===== config.mk =====
export PLATFORM = sky130hd
export DESIGN_NAME = srx_top
export DESIGN_NICKNAME = d
export VERILOG_FILES = /design/src/rtl/srx_pkg.sv /design/src/rtl/srx_sampler.sv /design/src/rtl/srx_fifo.sv /design/src/rtl/srx_regs.sv /design/src/rtl/srx_top.sv
export SDC_FILE = /design/constraint.sdc
export NUM_CORES = 1
export LEC_CHECK = 0
export BUFFER_PORTS_ARGS = -buffer_cell sky130_fd_sc_hd__buf_2
export CORE_AREA = 2 2 120 122
export DETAILED_ROUTE_END_ITERATION = 8
export DIE_AREA = 0 0 122 124
export PLACE_DENSITY = 0.71
export SLEW_MARGIN = 10
export SYNTH_ARGS = -nofsm -noshare
export SYNTH_HDL_FRONTEND = slang
export SYNTH_SLANG_ARGS = --single-unit

===== constraint.sdc =====
create_clock -name clk -period 5.06 [get_ports clk]
set_input_delay 0.506 -clock clk [delete_from_list [all_inputs] [get_ports clk]]
set_output_delay 0.506 -clock clk [all_outputs]
set_load 0.005 [all_outputs]

===== src/rtl/srx_pkg.sv =====
package srx_pkg;

    localparam int unsigned DATA_W     = 8;
    localparam int unsigned FIFO_DEPTH = 16;
    localparam int unsigned TRIG_W     = 4;
    localparam int unsigned CNT_W      = $clog2(FIFO_DEPTH + 1);

    typedef enum logic [1:0] {
        REG_CTRL = 2'd0,
        REG_FLAG = 2'd1,
        REG_DATA = 2'd2,
        REG_NONE = 2'd3
    } reg_sel_e;

    typedef struct packed {
        logic [TRIG_W-1:0] trig;
        logic              spare;
        logic              err_ie;
        logic              dat_ie;
        logic              rx_en;
    } ctrl_t;

    typedef struct packed {
        logic [5:0] zero;
        logic       ovr;
        logic       fill;
    } flag_t;

    function automatic logic [CNT_W-1:0] trig_level(input logic [TRIG_W-1:0] f);
        return CNT_W'(f) + CNT_W'(1);
    endfunction

endpackage


===== src/rtl/srx_sampler.sv =====
module srx_sampler
    import srx_pkg::*;
#(
    parameter int unsigned W = DATA_W
) (
    input  logic         clk,
    input  logic         rst,
    input  logic         ser_clk,
    input  logic         ser_data,
    input  logic         rx_en,
    input  logic         blocked,
    output logic         frame_done,
    output logic [W-1:0] frame_byte
);
    localparam int unsigned BC_W = $clog2(W);

    logic [2:0]      ck_q;
    logic [1:0]      dt_q;
    logic [BC_W-1:0] bit_cnt;
    logic [W-1:0]    shreg;
    logic            rise;
    logic [W-1:0]    shifted;

    assign rise    = ck_q[1] & ~ck_q[2];
    assign shifted = {dt_q[1], shreg[W-1:1]};

    always_ff @(posedge clk) begin
        if (rst) begin
            ck_q <= '0;
            dt_q <= '0;
        end else begin
            ck_q <= {ck_q[1:0], ser_clk};
            dt_q <= {dt_q[0], ser_data};
        end
    end

    always_ff @(posedge clk) begin
        if (rst) begin
            bit_cnt    <= '0;
            shreg      <= '0;
            frame_done <= 1'b0;
            frame_byte <= '0;
        end else begin
            frame_done <= 1'b0;
            if (!rx_en) begin
                bit_cnt <= '0;
            end else if (rise && !blocked) begin
                shreg <= shifted;
                if (bit_cnt == BC_W'(W - 1)) begin
                    bit_cnt    <= '0;
                    frame_done <= 1'b1;
                    frame_byte <= shifted;
                end else begin
                    bit_cnt <= bit_cnt + 1'b1;
                end
            end
        end
    end

    a_r5_blocked_no_frame: assert property (@(posedge clk) disable iff (rst)
        blocked |=> !frame_done);
    a_r9_disable_clears_count: assert property (@(posedge clk) disable iff (rst)
        !rx_en |=> (bit_cnt == '0));

endmodule


===== src/rtl/srx_fifo.sv =====
module srx_fifo
    import srx_pkg::*;
#(
    parameter int unsigned W     = DATA_W,
    parameter int unsigned DEPTH = FIFO_DEPTH
) (
    input  logic                       clk,
    input  logic                       rst,
    input  logic                       push,
    input  logic [W-1:0]               push_data,
    input  logic                       pop,
    output logic [W-1:0]               head,
    output logic [$clog2(DEPTH+1)-1:0] count,
    output logic                       full,
    output logic                       empty
);
    localparam int unsigned PW = $clog2(DEPTH);
    localparam int unsigned CW = $clog2(DEPTH + 1);

    logic [W-1:0]  mem [DEPTH];
    logic [PW-1:0] wr_ptr;
    logic [PW-1:0] rd_ptr;

    assign full  = (count == CW'(DEPTH));
    assign empty = (count == '0);
    assign head  = mem[rd_ptr];

    always_ff @(posedge clk) begin
        if (push) mem[wr_ptr] <= push_data;
    end

    always_ff @(posedge clk) begin
        if (rst) begin
            wr_ptr <= '0;
            rd_ptr <= '0;
            count  <= '0;
        end else begin
            if (push) wr_ptr <= (wr_ptr == PW'(DEPTH - 1)) ? '0 : wr_ptr + 1'b1;
            if (pop)  rd_ptr <= (rd_ptr == PW'(DEPTH - 1)) ? '0 : rd_ptr + 1'b1;
            case ({push, pop})
                2'b10:   count <= count + 1'b1;
                2'b01:   count <= count - 1'b1;
                default: count <= count;
            endcase
        end
    end

    a_r3_count_bound: assert property (@(posedge clk) disable iff (rst)
        count <= CW'(DEPTH));
    a_r4_no_push_when_full: assert property (@(posedge clk) disable iff (rst)
        push |-> !full);
    a_r3_no_pop_when_empty: assert property (@(posedge clk) disable iff (rst)
        pop |-> !empty);

endmodule


===== src/rtl/srx_regs.sv =====
module srx_regs
    import srx_pkg::*;
(
    input  logic              clk,
    input  logic              rst,
    input  logic              reg_wr,
    input  logic              reg_rd,
    input  logic [1:0]        reg_addr,
    input  logic [7:0]        reg_wdata,
    output logic [7:0]        reg_rdata,
    input  logic              frame_done,
    input  logic [CNT_W-1:0]  q_count,
    input  logic              q_full,
    input  logic              q_empty,
    input  logic [DATA_W-1:0] q_head,
    output logic              q_push,
    output logic              q_pop,
    output logic              rx_en,
    output logic              blocked,
    output logic              irq_data,
    output logic              irq_err
);
    ctrl_t    ctrl;
    flag_t    wr_flag;
    flag_t    rd_flag;
    reg_sel_e sel;
    logic     fill;
    logic     ovr;
    logic     flag_wr;
    logic     fill_clr;
    logic     ovr_clr;

    assign sel      = reg_sel_e'(reg_addr);
    assign wr_flag  = flag_t'(reg_wdata);
    assign flag_wr  = reg_wr && (sel == REG_FLAG);
    assign fill_clr = flag_wr && !wr_flag.fill;
    assign ovr_clr  = flag_wr && !wr_flag.ovr;

    assign q_push  = frame_done && !q_full;
    assign q_pop   = reg_rd && (sel == REG_DATA) && !q_empty;
    assign rx_en   = ctrl.rx_en;
    assign blocked = ovr;

    always_ff @(posedge clk) begin
        if (rst) begin
            ctrl <= '0;
        end else if (reg_wr && (sel == REG_CTRL)) begin
            ctrl <= ctrl_t'(reg_wdata);
        end
    end

    always_ff @(posedge clk) begin
        if (rst) begin
            fill <= 1'b0;
            ovr  <= 1'b0;
        end else begin
            if (fill_clr)                              fill <= 1'b0;
            else if (q_count >= trig_level(ctrl.trig)) fill <= 1'b1;

            if (ovr_clr)                      ovr <= 1'b0;
            else if (frame_done && q_full)    ovr <= 1'b1;
        end
    end

    always_comb begin
        rd_flag      = '0;
        rd_flag.fill = fill;
        rd_flag.ovr  = ovr;
        case (sel)
            REG_CTRL: reg_rdata = ctrl;
            REG_FLAG: reg_rdata = rd_flag;
            REG_DATA: reg_rdata = q_empty ? '0 : q_head;
            default:  reg_rdata = '0;
        endcase
    end

    assign irq_data = fill && ctrl.dat_ie;
    assign irq_err  = ovr && (ctrl.dat_ie || ctrl.err_ie);

    a_r4_overrun_cause: assert property (@(posedge clk) disable iff (rst)
        $rose(ovr) |-> $past(frame_done && q_full));
    a_r5_overrun_sticky: assert property (@(posedge clk) disable iff (rst)
        (ovr && !ovr_clr) |=> ovr);
    a_r6_fill_needs_level: assert property (@(posedge clk) disable iff (rst)
        $rose(fill) |-> $past(q_count >= trig_level(ctrl.trig)));

endmodule


===== src/rtl/srx_top.sv =====
module srx_top
    import srx_pkg::*;
(
    input  logic       clk,
    input  logic       rst,
    input  logic       ser_clk,
    input  logic       ser_data,
    input  logic       reg_wr,
    input  logic       reg_rd,
    input  logic [1:0] reg_addr,
    input  logic [7:0] reg_wdata,
    output logic [7:0] reg_rdata,
    output logic       irq_data,
    output logic       irq_err
);
    logic              frame_done;
    logic [DATA_W-1:0] frame_byte;
    logic              rx_en;
    logic              blocked;
    logic              q_push;
    logic              q_pop;
    logic [DATA_W-1:0] q_head;
    logic [CNT_W-1:0]  q_count;
    logic              q_full;
    logic              q_empty;

    srx_sampler #(.W(DATA_W)) u_sampler (
        .clk(clk), .rst(rst), .ser_clk(ser_clk), .ser_data(ser_data),
        .rx_en(rx_en), .blocked(blocked),
        .frame_done(frame_done), .frame_byte(frame_byte)
    );

    srx_fifo #(.W(DATA_W), .DEPTH(FIFO_DEPTH)) u_fifo (
        .clk(clk), .rst(rst), .push(q_push), .push_data(frame_byte),
        .pop(q_pop), .head(q_head), .count(q_count),
        .full(q_full), .empty(q_empty)
    );

    srx_regs u_regs (
        .clk(clk), .rst(rst), .reg_wr(reg_wr), .reg_rd(reg_rd),
        .reg_addr(reg_addr), .reg_wdata(reg_wdata), .reg_rdata(reg_rdata),
        .frame_done(frame_done), .q_count(q_count), .q_full(q_full),
        .q_empty(q_empty), .q_head(q_head), .q_push(q_push), .q_pop(q_pop),
        .rx_en(rx_en), .blocked(blocked),
        .irq_data(irq_data), .irq_err(irq_err)
    );

endmodule


Word level (Yosys, flattened, before mapping)
Memories as Yosys holds them, arrays and structs flattened. A register that Yosys moved wholly into a read port is not among the register bits.
Cells that the tools add are included.
{"block": "word_totals", "ff_bits": 48, "ramBits": 128, "inputBits": 16, "output_inout_bits": 10, "word_cells": 73, "mem_count": 1}
{"memory": "u_fifo.mem", "words": 16, "word_bits": 8, "read_ports": 1, "rd_clocked_by_memory_dff": 1, "write_ports": 1, "line_no": "srx_fifo.sv:20", "rtl": "logic [W-1:0] mem [DEPTH];"}
{"block": "op_classes", "addsub": 6, "n_lt_le_gt_ge": 1, "n_eq_ne": 8, "muxes": 11, "n_bitwise": 4, "n_reduce_logical": 26}
{"op": "case mux 8 bit (3 select lines)", "count": 1}
{"op": "2-to-1 mux 4 bit", "count": 4}
{"op": "logical AND 1 bit", "count": 11}
{"op": "case mux 5 bit (2 select lines)", "count": 1}
{"op": "adder 4 x 1 -> 4 bit (second input constant)", "count": 2}
{"op": "== test 4 bit (second input constant)", "count": 2}
{"op": "2-to-1 mux 8 bit", "count": 1}
{"op": "OR reduction 2 bit", "count": 3}
{"op": "adder 4 x 1 -> 5 bit (second input constant)", "count": 1}
{"op": "adder 5 x 1 -> 5 bit (second input constant)", "count": 1}
{"op": "== test 5 bit (second input constant)", "count": 1}
{"op": ">= comparator 5 bit", "count": 1}
{"op": "logical NOT 1 bit", "count": 5}
{"op": "logical NOT 5 bit", "count": 1}
{"op": "subtractor 5 x 1 -> 5 bit (second input constant)", "count": 1}
{"op": "== test 2 x 1 -> 1 bit (second input constant)", "count": 2}
{"op": "== test 2 bit (second input constant)", "count": 2}
{"op": "adder 3 x 1 -> 3 bit (second input constant)", "count": 1}
{"op": "== test 3 bit (second input constant)", "count": 1}
{"op": "2-to-1 mux 1 bit", "count": 3}
{"op": "2-to-1 mux 3 bit", "count": 1}
{"op": "NOT 1 bit", "count": 3}
{"op": "AND reduction 3 bit", "count": 1}
{"op": "OR reduction 3 bit", "count": 1}
{"op": "other kinds (5)", "count": 5}

Depth between registers and ports, before layout
{"block": "logic_depth", "depth_word": 5, "mapped_depth": 11}

Cells and area by module
From an unflattened synthesis, not the netlist that was laid out.
{"block": "unflattened", "hier_cells": 493, "area_unflattened_um2": 7549.7}
{"mod": "srx_fifo", "n_inst": 1, "cells_each": 319, "area_each_um2": 5861.9, "seq_area_each_um2": 4184.0}
{"mod": "srx_sampler", "n_inst": 1, "cells_each": 89, "area_each_um2": 979.7, "seq_area_each_um2": 480.5}
{"mod": "srx_regs", "n_inst": 1, "cells_each": 85, "area_each_um2": 708.2, "seq_area_each_um2": 200.2}

Worst setup path after synthesis
Ideal clock, no wire load.
{"block": "synth_path", "kind": "in2reg", "startpoint": "input port reg_addr[0]", "endpoint": "register u_fifo.count[2]", "setup_ns": 0.070, "arrival_time_ns": 2.354, "required_ns": 4.990, "slack_ns": 2.635, "stages": 10, "cell_sequence": "buf_2 > nand3b_1 > a21oi_2 > ha_1 > xor2_1 > ha_1 > a21oi_2 > xor2_1 > or3_1 > a21oi_1"}
{"block": "synth_between", "elab_chain_cells": 5}
{"item": "start: declaration", "line_no": "srx_top.sv:10", "rtl": "input logic [1:0] reg_addr,"}
{"item": "== test 2 bit *", "line_no": "srx_regs.sv:40", "rtl": "assign q_pop = reg_rd && (sel == REG_DATA) && !q_empty;"}
{"item": "logical AND 1 bit * (2 in series)", "line_no": "srx_regs.sv:40"}
{"item": "net q_pop", "line_no": "srx_top.sv:21", "rtl": "logic q_pop;"}
{"item": "== test 2 x 1 -> 1 bit or == test 2 bit (tied branches)", "line_no": "srx_fifo.sv:40", "rtl": "case ({push, pop})"}
{"item": "case mux 5 bit (2 select lines) or nonzero test 2 bit (tied branches)"}
{"item": "end signal: assignment", "line_no": "srx_fifo.sv:41", "rtl": "2'b10: count <= count + 1'b1;"}
{"item": "end signal: assignment", "line_no": "srx_fifo.sv:42", "rtl": "2'b01: count <= count - 1'b1;"}
{"item": "end signal: assignment", "line_no": "srx_fifo.sv:43", "rtl": "default: count <= count;"}
{"item": "end: declaration", "line_no": "srx_fifo.sv:13", "rtl": "output logic [$clog2(DEPTH+1)-1:0] count,"}
The timed path passes the listed nets; every way through them passes the cells marked *.
A chain may end at the register's enable or synchronous reset.

==> implementation parameters <==
Parameter                              Value

Detailed routing
  Detailed Routing Iterations Pass 1    4
  Via count    4330
  Antenna Nets Post-Route    0
  Post-route DRC violation count    0
  Total Wirelength    15.0 mm
  Number of DRC markers in iteration 0    341
  Mean number of vias per cell    a little under 6
  Wire length per cell    20.5 µm

Critical path
  Type of element launching the critical path    flip-flop
  Biggest fanout along the worst timing path    21
  Data arrival time of the critical path    2.75 ns
  Critical Setup Path Class    reg2out
  Required arrival time at the worst endpoint    roughly 4.6 ns
  Endpoint type of the worst setup path    output port

Timing
  Total negative slack    0 ns
  Achievable frequency    0.307 GHz
  Fin. Hold Viols    0
  Worst slew pin tran    1.08 ns
  Unrepaired setup endpoints after global routing    no
  Final setup slack of the worst path    1.81 ns
  Worst slew margin relative to its limit    27.6%
  Shortest clock period the worst path allows after layout    3.25 ns
  Worst Clk Skew    0.00591 ns
  Worst hold slack    ~0.32 ns
  Final number of setup-violating endpoints    0
  Final period util    64.3%
  Max-slew violations    0

Clock network
  H-tree depth    4
  CTS tree    yes
  CTS resizes    0
  Number of buffers created by CTS    17
  TritonCTS Sinks    179
  Clock latency on the worst-skew pair    0.43 ns
  Root buffer selected by CTS    sky130_fd_sc_hd__clkbuf_16
  Number of buffers inserted for hold repair after clock tree synthesis    0
  Buffers inserted by post-CTS timing repair    0
  Bufs on Longest Clock Path    2
  Clock slew seen by the registers of the worst setup and hold paths    0.06 ns

Place
  Number of placed instances with taps included    approximately 700
  Routability congestion estimate    approximately 0.81
  Post-DP HPWL    slightly below 10 mm
  Worst slack after detailed placement    2.10 ns
  Number of port buffers    25

Synthesis
  Main combinational cell family by area after synthesis    multiplexers
  Synth Register Bits    179
  Part of the Yosys area used for sequential elements    65.6%
  Gate count of the mapped netlist    519
  Post-synthesis instance area    7420 µm²
  Parity-gate share of the synthesized area counting xor and xnor cells    0.944%
  Multiplexer area fraction after synthesis    13.0%
  Most area-hungry cell type in the Yosys netlist    sky130_fd_sc_hd__edfxtp_1
  Synth Net Count    550
  Post-synth top flop    sky130_fd_sc_hd__edfxtp_1
  Number of unique standard cell types used by synthesis    48
  Compound-Gate Fraction of Synth Area    under 10%
  Simple-gate portion of the synthesized area    9.39%
  Average cell area after synthesis    14.3 µm²
  Area share of the largest cell type after synthesis    between 50 and 60%
  Number of enable-type register cells in the synthesized netlist    128
  Adder-Cell Fraction of Synth Area    2.53%
  Most area-consuming cells after synthesis    sky130_fd_sc_hd__edfxtp_1 (52%), sky130_fd_sc_hd__dfxtp_1 (14%), sky130_fd_sc_hd__mux4_2 (9.7%), sky130_fd_sc_hd__mux2i_1 (3.1%), sky130_fd_sc_hd__nand2_1 (3.0%)
  Async S/R FF share, synth    0%
  Count of yosys warnings during synthesis    0

Power
  Static Leakage    between 2 and 3 nW
  Power per Cell Area    347 nW/µm²
  Max IR drop VDD    0.253 mV
  Tot Pwr    2.87 mW

GRT
  Initial antenna violation count    0
  Vias in the first global route    ~4200
  Aggregate global routing overflow    0
  Global-route wire length before repair    23.5 mm
  Aggregate global-route resource usage    a little over a fifth
  Largest net degree at the start of global routing    52

Floorplanning
  Number of ports placed on the die boundary    26
  Overall die height    124 µm
  Die Outline Area    about 15000 µm²
  Site Rows    43
  Initial standard-cell utilization of the core    54.1%
  Chip Width    122 µm
  Floorplan core area    13700 µm²

Cells and area
  Most frequent cells in the layout    sky130_fd_sc_hd__edfxtp_1 (128), sky130_fd_sc_hd__nand2_1 (60), sky130_fd_sc_hd__dfxtp_1 (50)
  Fraction of layout cells with a size suffix above 1    18.7%
  Layout Nets    569
  Most frequent standard cell in the layout excluding fill and tap cells    sky130_fd_sc_hd__edfxtp_1
  Number of diodes    0
  Synthesis-to-layout area growth    11.6%
  Filler cell count in the final layout    around 1000
  Number of standard cells in the layout, taps in and fillers out    roughly 730

Flow run
  Max-capacitance violation count    0

Status
  Result of the run    complete, no violations

Worst hold path
  Tightest Hold Check Type    in2reg
[synthesized netlist by cell type, types with 2 or more instances]
master,instances
sky130_fd_sc_hd__edfxtp_1,128
sky130_fd_sc_hd__nand2_1,60
sky130_fd_sc_hd__dfxtp_1,51
sky130_fd_sc_hd__nor2_1,41
sky130_fd_sc_hd__a21oi_1,34
sky130_fd_sc_hd__mux4_2,32
sky130_fd_sc_hd__mux2i_1,23
sky130_fd_sc_hd__clkbuf_1,15
sky130_fd_sc_hd__ha_1,15
sky130_fd_sc_hd__buf_2,10
sky130_fd_sc_hd__nand3_1,10
sky130_fd_sc_hd__nor3_1,9
sky130_fd_sc_hd__o21ai_0,9
sky130_fd_sc_hd__inv_1,8
sky130_fd_sc_hd__nor2b_1,8
sky130_fd_sc_hd__nand2b_1,6
sky130_fd_sc_hd__o221ai_1,6
sky130_fd_sc_hd__xor2_1,6
sky130_fd_sc_hd__a211oi_1,4
sky130_fd_sc_hd__a31oi_1,3
sky130_fd_sc_hd__and2_1,3
sky130_fd_sc_hd__nand3b_1,3
sky130_fd_sc_hd__a21oi_2,2
sky130_fd_sc_hd__a311oi_1,2
sky130_fd_sc_hd__buf_4,2
sky130_fd_sc_hd__nor4_1,2
sky130_fd_sc_hd__o211ai_2,2
sky130_fd_sc_hd__o21a_1,2
sky130_fd_sc_hd__o22a_1,2
sky130_fd_sc_hd__or3_1,2
sky130_fd_sc_hd__xnor2_1,2
[metrics by stage]
step                cell area [µm²]  utilization [%]
floorplan                      7420                -
global placement               7680             56.0
detailed placement             7680             56.0
CTS                            8270             60.3
global route                   8280             60.3
finish                         8280             60.3
[cells by family (layout without fill, tap and decap cells)]
kind of cell             count (synthesis)  in the layout
flip-flops                             179            179
AND/OR/NAND/NOR                        150            150
AO/OA/AOI/OAI                           74             74
multiplexers                            56             56
buffers and inverters                   37             69
adder cells (fa/ha/maj)                 15             15
XOR/XNOR                                 8              8
[sequential cells by signal, summed over array words and instances (netlist names), 4 cells and up, named ones only]
register and flops:
u_regs.ctrl 7, u_sampler.frame_byte 8, u_fifo.mem 128, u_fifo.wr_ptr 4
u_fifo.rd_ptr 4, u_sampler.shreg 7, u_fifo.count 5
[where the power goes]
group	internal, mW	switching (mW)
clock network	0.751	0.532
logic	0.0129	0.0207
registers	1.55	0.00371
[metal layers]
| layer | GRT usage (%) | wire (µm) |
|---|---|---|
| met5 | 0 | 0 |
| met4 | 8.91 | 393 |
| met3 | 5.59 | 697 |
| met2 | 33.3 | 7290 |
| met1 | 29.5 | 6600 |
[final timing paths]
check,start,to,slack [ns],depth (start not counted)
worst max-delay path,flip-flop,reg_rdata[5],1.81,5
worst min-delay path,ser_clk,u_sampler.ck_q[0],0.32,2
worst max register to register,u_fifo.count[2],u_fifo.count[2],2.04,10
worst min register to register,u_sampler.ck_q[0],u_sampler.ck_q[1],0.44,1
[final cells by class]
| cell class | instances | area [µm²] | area share, % |
|---|---|---|---|
| inverter | 8 | 30.0 | 0.363 |
| tap | 180 | 225 | 2.72 |
| sequential | 179 | 4870 | 58.8 |
| multi-input combinational | 303 | 2410 | 29.1 |
| timing repair buffer | 29 | 155 | 1.87 |
| clock buffer | 23 | 499 | 6.03 |
| clock inverter | 9 | 91.3 | 1.10 |
[critical path, stage by stage, from the launching register on]
cell and delay [ns]:
sky130_fd_sc_hd__dfxtp_2 0.84, sky130_fd_sc_hd__buf_4 0.39, sky130_fd_sc_hd__mux4_2 0.53, sky130_fd_sc_hd__mux2i_1 0.22
sky130_fd_sc_hd__o221ai_1 0.17, sky130_fd_sc_hd__buf_2 0.16
Power figures use the tool's default switching activity.
